<file path="src/rtl/pea_pkg.sv">
package pea_pkg;
  localparam int ADDR_W = 16;
  localparam int OFF_W  = 12;
  localparam int PAGE_W = ADDR_W - OFF_W;
  localparam int DISP_W = 8;
  localparam int NPTR   = 4;
  localparam int SEL_W  = $clog2(NPTR);
  localparam logic [DISP_W-1:0] SUBST_CODE = {1'b1, {(DISP_W-1){1'b0}}};

  typedef enum logic [1:0] {
    AM_PCREL = 2'd0,
    AM_INDEX = 2'd1,
    AM_IMMED = 2'd2,
    AM_AUTO  = 2'd3
  } amode_e;

  typedef logic [ADDR_W-1:0] addr_t;

  function automatic amode_e decode_mode(input logic m, input logic [SEL_W-1:0] sel);
    if (!m) return (sel == '0) ? AM_PCREL : AM_INDEX;
    return (sel == '0) ? AM_IMMED : AM_AUTO;
  endfunction

  function automatic logic [OFF_W-1:0] sext_disp(input logic [DISP_W-1:0] d);
    return {{(OFF_W-DISP_W){d[DISP_W-1]}}, d};
  endfunction

  function automatic addr_t page_add(input addr_t base, input logic [DISP_W-1:0] d);
    logic [OFF_W-1:0] off;
    off = base[OFF_W-1:0] + sext_disp(d);
    return {base[ADDR_W-1:OFF_W], off};
  endfunction

  function automatic addr_t page_inc(input addr_t base);
    logic [OFF_W-1:0] off;
    off = base[OFF_W-1:0] + {{(OFF_W-1){1'b0}}, 1'b1};
    return {base[ADDR_W-1:OFF_W], off};
  endfunction
endpackage

</file>
<file path="src/rtl/pea_ptr_file.sv">
module pea_ptr_file
  import pea_pkg::*;
(
  input  logic                         clk,
  input  logic                         rst_n,
  input  logic                         pc_inc,
  input  logic                         wb_en,
  input  logic [SEL_W-1:0]             wb_sel,
  input  addr_t                        wb_val,
  input  logic                         ld_en,
  input  logic [SEL_W-1:0]             ld_sel,
  input  addr_t                        ld_val,
  output logic [NPTR-1:0][ADDR_W-1:0]  ptrs
);
  for (genvar g = 0; g < NPTR; g++) begin : g_ptr
    localparam logic [SEL_W-1:0] IDX = SEL_W'(g);
    addr_t q;
    always_ff @(posedge clk or negedge rst_n) begin
      if (!rst_n) begin
        q <= '0;
      end else if ((g == 0) && pc_inc) begin
        q <= page_inc(q);
      end else if (wb_en && (wb_sel == IDX)) begin
        q <= wb_val;
      end else if (ld_en && (ld_sel == IDX)) begin
        q <= ld_val;
      end
    end
    assign ptrs[g] = q;
  end
endmodule

</file>
<file path="src/rtl/pea_addr_calc.sv">
module pea_addr_calc
  import pea_pkg::*;
(
  input  logic                         mode_i,
  input  logic [SEL_W-1:0]             sel_i,
  input  logic [DISP_W-1:0]            disp_i,
  input  logic [DISP_W-1:0]            ext_i,
  input  logic [NPTR-1:0][ADDR_W-1:0]  ptrs_i,
  output addr_t                        ea_o,
  output addr_t                        base_o,
  output logic [DISP_W-1:0]            eff_disp_o,
  output logic                         wb_need_o,
  output addr_t                        wb_val_o
);
  amode_e mode;
  logic   subst;
  addr_t  moved;

  always_comb begin
    mode       = decode_mode(mode_i, sel_i);
    base_o     = ptrs_i[sel_i];
    subst      = (mode != AM_IMMED) && (disp_i == SUBST_CODE);
    eff_disp_o = subst ? ext_i : disp_i;
    moved      = page_add(base_o, eff_disp_o);
    wb_need_o  = 1'b0;
    wb_val_o   = moved;
    unique case (mode)
      AM_PCREL, AM_INDEX: ea_o = moved;
      AM_IMMED:           ea_o = base_o;
      AM_AUTO: begin
        ea_o      = eff_disp_o[DISP_W-1] ? moved : base_o;
        wb_need_o = 1'b1;
      end
      default:            ea_o = base_o;
    endcase
  end
endmodule

</file>
<file path="src/rtl/pea_out_reg.sv">
module pea_out_reg
  import pea_pkg::*;
(
  input  logic             clk,
  input  logic             rst_n,
  input  logic             fetch_take,
  input  addr_t            fetch_addr,
  input  logic             acc_take,
  input  addr_t            acc_addr,
  input  logic             wb_en,
  input  logic [SEL_W-1:0] wb_sel_in,
  input  addr_t            wb_val_in,
  output addr_t            ea_o,
  output logic             ea_valid_o,
  output logic             wb_valid_o,
  output logic [SEL_W-1:0] wb_sel_o,
  output addr_t            wb_val_o
);
  always_ff @(posedge clk or negedge rst_n) begin
    if (!rst_n) begin
      ea_o       <= '0;
      ea_valid_o <= 1'b0;
      wb_valid_o <= 1'b0;
      wb_sel_o   <= '0;
      wb_val_o   <= '0;
    end else begin
      ea_valid_o <= fetch_take || acc_take;
      wb_valid_o <= wb_en;
      if (fetch_take)    ea_o <= fetch_addr;
      else if (acc_take) ea_o <= acc_addr;
      if (wb_en) begin
        wb_sel_o <= wb_sel_in;
        wb_val_o <= wb_val_in;
      end
    end
  end
endmodule

</file>
<file path="src/rtl/paged_ea_gen.sv">
module paged_ea_gen
  import pea_pkg::*;
(
  input  logic                 clk,
  input  logic                 rst_n,
  input  logic                 fetch_i,
  input  logic                 access_i,
  input  logic                 ld_i,
  input  logic                 mode_i,
  input  logic [SEL_W-1:0]     ptr_sel_i,
  input  logic [DISP_W-1:0]    disp_i,
  input  logic [DISP_W-1:0]    ext_i,
  input  logic [ADDR_W-1:0]    ld_val_i,
  output logic [ADDR_W-1:0]    ea_o,
  output logic                 ea_valid_o,
  output logic                 wb_valid_o,
  output logic [SEL_W-1:0]     wb_sel_o,
  output logic [ADDR_W-1:0]    wb_val_o,
  output logic [ADDR_W-1:0]    pc_o,
  output logic [ADDR_W-1:0]    ptr_rd_o
);
  logic [NPTR-1:0][ADDR_W-1:0] ptrs;
  logic              fetch_take, acc_take, ld_take;
  addr_t             calc_ea, calc_base, calc_wb_val, fetch_addr;
  logic [DISP_W-1:0] eff_disp;
  logic              wb_need, wb_en;

  assign fetch_take = fetch_i;
  assign acc_take   = access_i && !fetch_i;
  assign ld_take    = ld_i && !fetch_i && !access_i;
  assign wb_en      = acc_take && wb_need;
  assign fetch_addr = page_inc(ptrs[0]);

  pea_ptr_file u_ptrs (
    .clk    (clk),
    .rst_n  (rst_n),
    .pc_inc (fetch_take),
    .wb_en  (wb_en),
    .wb_sel (ptr_sel_i),
    .wb_val (calc_wb_val),
    .ld_en  (ld_take),
    .ld_sel (ptr_sel_i),
    .ld_val (ld_val_i),
    .ptrs   (ptrs)
  );

  pea_addr_calc u_calc (
    .mode_i     (mode_i),
    .sel_i      (ptr_sel_i),
    .disp_i     (disp_i),
    .ext_i      (ext_i),
    .ptrs_i     (ptrs),
    .ea_o       (calc_ea),
    .base_o     (calc_base),
    .eff_disp_o (eff_disp),
    .wb_need_o  (wb_need),
    .wb_val_o   (calc_wb_val)
  );

  pea_out_reg u_out (
    .clk        (clk),
    .rst_n      (rst_n),
    .fetch_take (fetch_take),
    .fetch_addr (fetch_addr),
    .acc_take   (acc_take),
    .acc_addr   (calc_ea),
    .wb_en      (wb_en),
    .wb_sel_in  (ptr_sel_i),
    .wb_val_in  (calc_wb_val),
    .ea_o       (ea_o),
    .ea_valid_o (ea_valid_o),
    .wb_valid_o (wb_valid_o),
    .wb_sel_o   (wb_sel_o),
    .wb_val_o   (wb_val_o)
  );

  assign pc_o     = ptrs[0];
  assign ptr_rd_o = ptrs[ptr_sel_i];
endmodule

</file>
<file path="config.mk">
export PLATFORM = sky130hd
export DESIGN_NAME = paged_ea_gen
export DESIGN_NICKNAME = d
export VERILOG_FILES = /design/src/rtl/pea_pkg.sv /design/src/rtl/pea_ptr_file.sv /design/src/rtl/pea_addr_calc.sv /design/src/rtl/pea_out_reg.sv /design/src/rtl/paged_ea_gen.sv
export SDC_FILE = /design/constraint.sdc
export NUM_CORES = 1
export LEC_CHECK = 0
export BUFFER_PORTS_ARGS = -buffer_cell sky130_fd_sc_hd__buf_4
export CAP_MARGIN = 5
export CORE_ASPECT_RATIO = 0.8
export CORE_UTILIZATION = 45
export CTS_BUF_LIST = sky130_fd_sc_hd__clkbuf_4 sky130_fd_sc_hd__clkbuf_8
export DETAILED_ROUTE_END_ITERATION = 12
export PLACE_DENSITY = 0.67
export SLEW_MARGIN = 20
export SYNTH_ARGS = -nofsm -noshare
export SYNTH_HDL_FRONTEND = slang
export SYNTH_SLANG_ARGS = --single-unit
export TNS_END_PERCENT = 10
</file>
<file path="constraint.sdc">
create_clock -name clk -period 6.6 [get_ports clk]
set_clock_uncertainty 0.05 [all_clocks]
set_input_delay 0.66 -clock clk [delete_from_list [all_inputs] [get_ports clk]]
set_output_delay 0.66 -clock clk [all_outputs]
set_load 0.1 [all_outputs]
</file>
==> results of run 1 <==
[worst max-delay path: cells and delay by family]
| family | cells | cell delay, ns |
|---|---|---|
| AOI/OAI and AO/OA | 5 | 1.43 |
| xor gates and xnor gates | 1 | 0.30 |
| and+or+nand+nor | 3 | 1.41 |
| buffers and inverters | 1 | 0.11 |
| adders and majority gates | 1 | 0.27 |
[report_power, final]
| part | switching [mW] | internal, mW | leakage [nW] |
|---|---|---|---|
| Sequential | 0.120 | 0.766 | 1.23 |
| Combinational | 1.23 | 0.392 | 1.86 |
| Clock | 0.239 | 0.150 | 0.0893 |
[through the flow]
| stage | worst slack, ns | instances | total power, mW | instance area [um^2] |
|---|---|---|---|---|
| after floorplan | 2.40 | 611 | 2.15 | 5870 |
| after global placement | 2.45 | 837 | 2.48 | 6630 |
| after detailed placement | 2.37 | 837 | 2.50 | 6630 |
| after CTS | 2.78 | 853 | 2.89 | 6820 |
| after global routing | 2.54 | 853 | 3.02 | 6820 |
| final | 2.71 | 853 | 2.89 | 6820 |
[sequential cells by signal, indices dropped and copies added (netlist names)]
name,flops
u_out.wb_valid_o,1
u_out.ea_valid_o,1
u_out.wb_val_o,16
u_ptrs.g_ptr.q,64
u_out.wb_sel_o,2
u_out.ea_o,16
[logic make-up after synthesis]
logic type      count (synthesis)
compound gates                168
xor+xnor                       20
fa+ha+maj                      14
buf+inv                        69
flops                         100
mux                            52
simple gates                  188
[cell type report]
| cell class | instances | area [um^2] |
|---|---|---|
| fill | 1141 | 5620 |
| multi-input combinational | 442 | 3020 |
| sequential | 100 | 2500 |
| timing repair buffer | 114 | 856 |
| tap | 171 | 214 |
| clock buffer | 10 | 138 |
| clock inverter | 6 | 46.3 |
| inverter | 10 | 37.5 |
[routing by layer]
metal	wire length [um]	track usage
met3	1640	0.0808
met1	8050	0.400
met4	250	0.0748
met2	7810	0.405
met5	0	0
[worst max-delay path by stage]
stage,from,to,slack (ns),depth (start not counted)
global placement,disp_i[1],u_ptrs.g_ptr[1].q[10],2.45,11
floorplan,ptr_sel_i[0],u_out.wb_val_o[10],2.40,11
CTS,disp_i[1],u_ptrs.g_ptr[1].q[10],2.78,11
global route,disp_i[1],u_out.ea_o[3],2.54,11
detailed placement,disp_i[1],u_ptrs.g_ptr[1].q[10],2.37,11
finish,disp_i[1],u_ptrs.g_ptr[1].q[10],2.71,11
[placed cells by master (no fill, tap or decap), types with 8 or more instances in the layout]
cell        n
nor3_1      8
a21oi_1    37
o21ai_0    43
nand2_1   100
nand3_1     8
xnor2_1    14
dfrtp_1   100
o22ai_1    14
nor2_1     35
inv_1       9
buf_4     114
mux2i_1    29
clkbuf_8   10
ha_1       13
a21o_1     24
mux4_2     16
==> reports/metrics.cfg, run 1 <==
[sta]
hold_slack_ns = 0.154
slew_headroom = 0.289
fin_crit_ns = 3.89
tightest_slew_ns = 1.06
period_share = 0.589
fmax_ghz = 0.257
finalMaxSlewViolations = 0
rsz0062_at_grt = false
setup-violations-final = 0
setup_tns_ns = 0
hold_viol = 0

[logic_synthesis]
synthCells = 611
synth-xor-area-share = 0.0298
synth_simple_gate_area_frac = 0.143
synth_top_cell_by_area = dfrtp_1
ys_top_cells_by_area = dfrtp_1, nand2_1, mux4_2
ys_top_cells_by_count = dfrtp_1, nand2_1, o21ai_0
synth_top_area_share = 0.426
synthArstFlopShare = 1.00
yosysSeqAreaShare = 0.426
synth_top_family_by_area = compound AO/OA/AOI/OAI gates
synth-warning-count = 0
syn-cell-area_um2 = 5870
synth_fa_ha_area_frac = 0.0311
synth_nets = 665
synthDistinctLibCells = 57
synth-edff-count = 0
synth_mux_area_frac = 0.124
synthFlopType = dfrtp_1
synth-compound-area-share = 0.185
ys_seq_elements = 100
avgSynthCellArea_um2 = 9.61

[critical_path]
cp-start-kind = input port
crit_path_top_delay_cell = nor3_1
worst-endpoint-arrival_ns = 4.18
ff2ff_setup_slack_ns = 3.06
timing.rr.end = u_ptrs.g_ptr[1].q[10]
worst-path-max-fanout = 7
setup.worst_path.class = in -> reg
reg2reg_from = u_ptrs.g_ptr[0].q[0]
r2r_cells = 9
crit_chain = buf_4, or4b_1, nor3_1, a21o_1, ha_1, and3_1, a221oi_1, o21ai_0, a21oi_1, xnor2_1, o221a_2
max_stage_delay_ns = 0.62
required_ns = 6.89
cp-end-kind = flop

[global_route]
grt.total_usage = 0.278
grt_overflow = 0
grt_start_max_net_pins = 68
antenna_found_initial = 0
grt_pass1_vias = 4893
grt_pass1_wl_mm = 27.7

[min_path]
hold_class = in -> async

[clocking]
clockBufferDepth = 2
cts_tree = yes
clkTransAtPathRegs_ns = 0.10
cts_made_buffers = 9
htreeDepth = 3
hold_buffers = 0
cts_resized = 0
root_buffer = clkbuf_8
clock-sinks = 100
postCtsSetupBuffers = 0
insertion_delay_ns = 0.40

[route]
ant_nets = 0
drc = 0
wl_per_cell_um = 20.8
drt_wl_total_mm = 17.8
drtIter0Drc = 467
firstDrtPassIters = 5
viasPerCell = 5.91
vias = 5045

[final_layout]
area_growth_pct = 16.0
num_antenna_cells = 0
finalNetCount = 731
utilization = 0.548
drive_gt1_frac = 0.239

[floorplan]
core_area_um2 = 12400
ios = 108
initial_core_util = 0.472
die_height_um = 104
die_w_um = 130
rows = 36
design.die.area_um2 = 13500

[run]
drv_cap = 0

[power]
leakagePower_nw = 3.18
powerDensity_nw_per_um2 = 425
ir_worst_vdd_mv = 0.333

[status]
status = completed

[placed_design]
port_buffers = 107
gp_congestion = 0.903
dpl.hpwl_mm = 12.8

Power figures use the tool's default switching activity.
==> run 2, diff against run 1 <==
Clock period 6.6 ns to 3.75 ns, I/O delays scaled along.
==> run 2 against run 1 <==
Against the previous run:
- non-clock buffer count up 21
- global-route usage up 0.31 points
- clock power up 86%
- via count up 2.6%
- cell count up 2.3%
- flip-flop and latch count unchanged
- die area unchanged
- routed wire length up 2.5%
- clock-buffer cell count unchanged
- final area up 2.5%
- total power up 81%
==> reports/metrics.cfg, run 2 (synthesis results as in run 1) <==
[global_route]
antenna_found_initial = 1  ; was 0
grt.total_usage = 0.281  ; was 0.278
grt_overflow = 0  ; unchanged
grt_pass1_vias = 4941  ; was 4893
grt_pass1_wl_mm = 28.4  ; was 27.7 mm
grt_start_max_net_pins = 71  ; was 68

[route]
vias = 5177  ; was 5045
drtIter0Drc = 554  ; was 467
firstDrtPassIters = 6  ; was 5
viasPerCell = 5.93  ; was 5.91
wl_per_cell_um = 20.8  ; about the same
ant_nets = 0  ; unchanged
drc = 0  ; unchanged
drt_wl_total_mm = 18.2  ; was 17.8 mm

[power]
leakagePower_nw = 3.29  ; was 3.18 nW
ir_worst_vdd_mv = 0.494  ; was 0.333 mV
powerDensity_nw_per_um2 = 750  ; was 425 nW/um^2
finalPower_mw = 5.24  ; was 2.89 mW

[final_layout]
finalNetCount = 752  ; was 731
fill_cells = 1136  ; was 1141
layout_commonest_cell = buf_4  ; unchanged
area_growth_pct = 19.0  ; was 16.0%
top_regs = u_ptrs.g_ptr.q: 64 flops, u_out.ea_o: 16 flops, u_out.wb_val_o: 16 flops  ; unchanged
largest_register_ffs = 64  ; unchanged
most-common-layout-cells = buf_4, nand2_1, dfrtp_1, o21ai_0, a21oi_1  ; unchanged
drive_gt1_frac = 0.261  ; was 0.239
regMostFlops = u_ptrs.g_ptr.q  ; unchanged
final_area_um2 = 6990  ; was 6820 um^2
num_antenna_cells = 0  ; unchanged

[sta]
slew_headroom = 0.395  ; was 0.289
fmax_ghz = 0.304
period_share = 0.876
tightest_slew_ns = 0.906  ; was 1.06 ns
finalMaxSlewViolations = 0  ; unchanged
rsz0062_at_grt = false  ; unchanged
setup_tns_ns = 0  ; unchanged
setup-violations-final = 0  ; unchanged
fin_crit_ns = 3.28
hold_viol = 0  ; unchanged

[placed_design]
gp_congestion = 0.896  ; was 0.903
dpl-instance-area_um2 = 6790  ; was 6630 um^2
dpl.hpwl_mm = 13.6  ; was 12.8 mm
port_buffers = 107  ; unchanged

[floorplan]
ios = 108  ; unchanged
die_height_um = 104  ; unchanged
die_w_um = 130  ; unchanged
design.die.area_um2 = 13500  ; unchanged
core_area_um2 = 12400  ; unchanged
rows = 36  ; unchanged
initial_core_util = 0.472  ; unchanged

[clocking]
clkTransAtPathRegs_ns = 0.10  ; about the same
clockBufferDepth = 2  ; unchanged
hold_buffers = 0  ; unchanged
cts_resized = 0  ; unchanged
cts_tree = yes  ; unchanged
root_buffer = clkbuf_8  ; unchanged
clock-sinks = 100  ; unchanged
htreeDepth = 3  ; unchanged
cts_made_buffers = 9  ; unchanged
insertion_delay_ns = 0.38  ; was 0.40 ns
postCtsSetupBuffers = 0  ; unchanged

[critical_path]
setup.worst_path.class = reg -> reg  ; was in -> reg
worst-endpoint-arrival_ns = 3.50  ; was 4.18 ns
crit_path_top_delay_cell = mux4_2  ; was nor3_1
worst-path-max-fanout = 5  ; was 7
critPathBufInv = 0  ; was 1
path_delay_family = compound AO/OA/AOI/OAI gates  ; unchanged
required_ns = 3.97  ; was 6.89 ns
max_stage_delay_ns = 0.59  ; was 0.62 ns
r2r_cells = 9  ; unchanged
cp-start-kind = flop  ; was input port
crit_chain = mux4_2, ha_1, fa_1, a21o_1, a221oi_1, o21ai_0, a21oi_1, xnor2_1, mux2_2  ; was buf_4, or4b_1, nor3_1, a21o_1, ha_1, and3_1, a221oi_1, o21ai_0, a21oi_1, xnor2_1, o221a_2
cp.depth = 9  ; was 11
cp-end-kind = flop  ; unchanged

[min_path]
hold_class = in -> async  ; unchanged

[status]
status = completed  ; unchanged

[run]
drv_cap = 0  ; unchanged

==> run 2: cell count changes in the layout (fill, tap and decap cells not counted), sizes merged <==
cell / previous run / this run
buf: 114 / 135
bufinv: 0 / 1
clkinv: 2 / 1
clkinvlp: 2 / 1
==> run 2: per-layer routing <==
layer,wire length (um),global-route usage,part of all wire
met1,8070,0.413,0.44
met2,8020,0.410,0.44
met3,1810,0.0736,0.099
met4,286,0.0673,0.016
met5,13,0,0.00071
==> run 2: power by group <==
| part | switching, mW | internal [mW] | leakage (nW) |
|---|---|---|---|
| registers | 0.198 | 1.35 | 1.23 |
| logic | 2.20 | 0.768 | 1.96 |
| clock network | 0.396 | 0.327 | 0.0992 |
==> run 2: final timing paths <==
check                                       from  slack, ns                    end
setup / recovery            u_ptrs.g_ptr[3].q[0]       0.47     u_out.wb_val_o[10]
hold / removal                             rst_n       0.06         u_out.ea_o[15]
setup reg to reg            u_ptrs.g_ptr[3].q[0]       0.47     u_out.wb_val_o[10]
min in group clk                    ld_val_i[12]       0.21  u_ptrs.g_ptr[0].q[12]
max in group asynchronous                  rst_n       2.80   u_ptrs.g_ptr[0].q[2]
hold reg to reg            u_ptrs.g_ptr[3].q[13]       0.44  u_ptrs.g_ptr[3].q[13]
==> run 2: cell type report <==
type,count,area [um^2],area share
Sequential cell,100,2500,0.358
Clock inverter,5,60.1,0.00860
Clock buffer,10,138,0.0197
Multi-Input combinational cell,442,3020,0.432
Timing Repair Buffer,135,1010,0.145
Inverter,10,37.5,0.00537
Tap cell,171,214,0.0306
==> run 2: stage by stage <==
step | utilization | hold slack [ns] | std cells | worst slack (ns)
finish | 0.562 | 0.0624 | 873 | 0.465
global placement | 0.546 | 0.407 | 858 | 0.223
floorplan | - | 0.0294 | 611 | 0.0284
detailed placement | 0.546 | 0.414 | 858 | 0.198
CTS | 0.562 | 0.107 | 873 | 0.475
global route | 0.562 | 0.133 | 873 | 0.288
==> run 2: worst register-to-register path, cell delays in order, from the launching register on <==
cell      delay (ns)
dfrtp_1         0.43
mux4_2          0.59
ha_1            0.27
fa_1            0.41
a21o_1          0.20
a221oi_1        0.38
o21ai_0         0.19
a21oi_1         0.20
xnor2_1         0.16
mux2_2          0.30
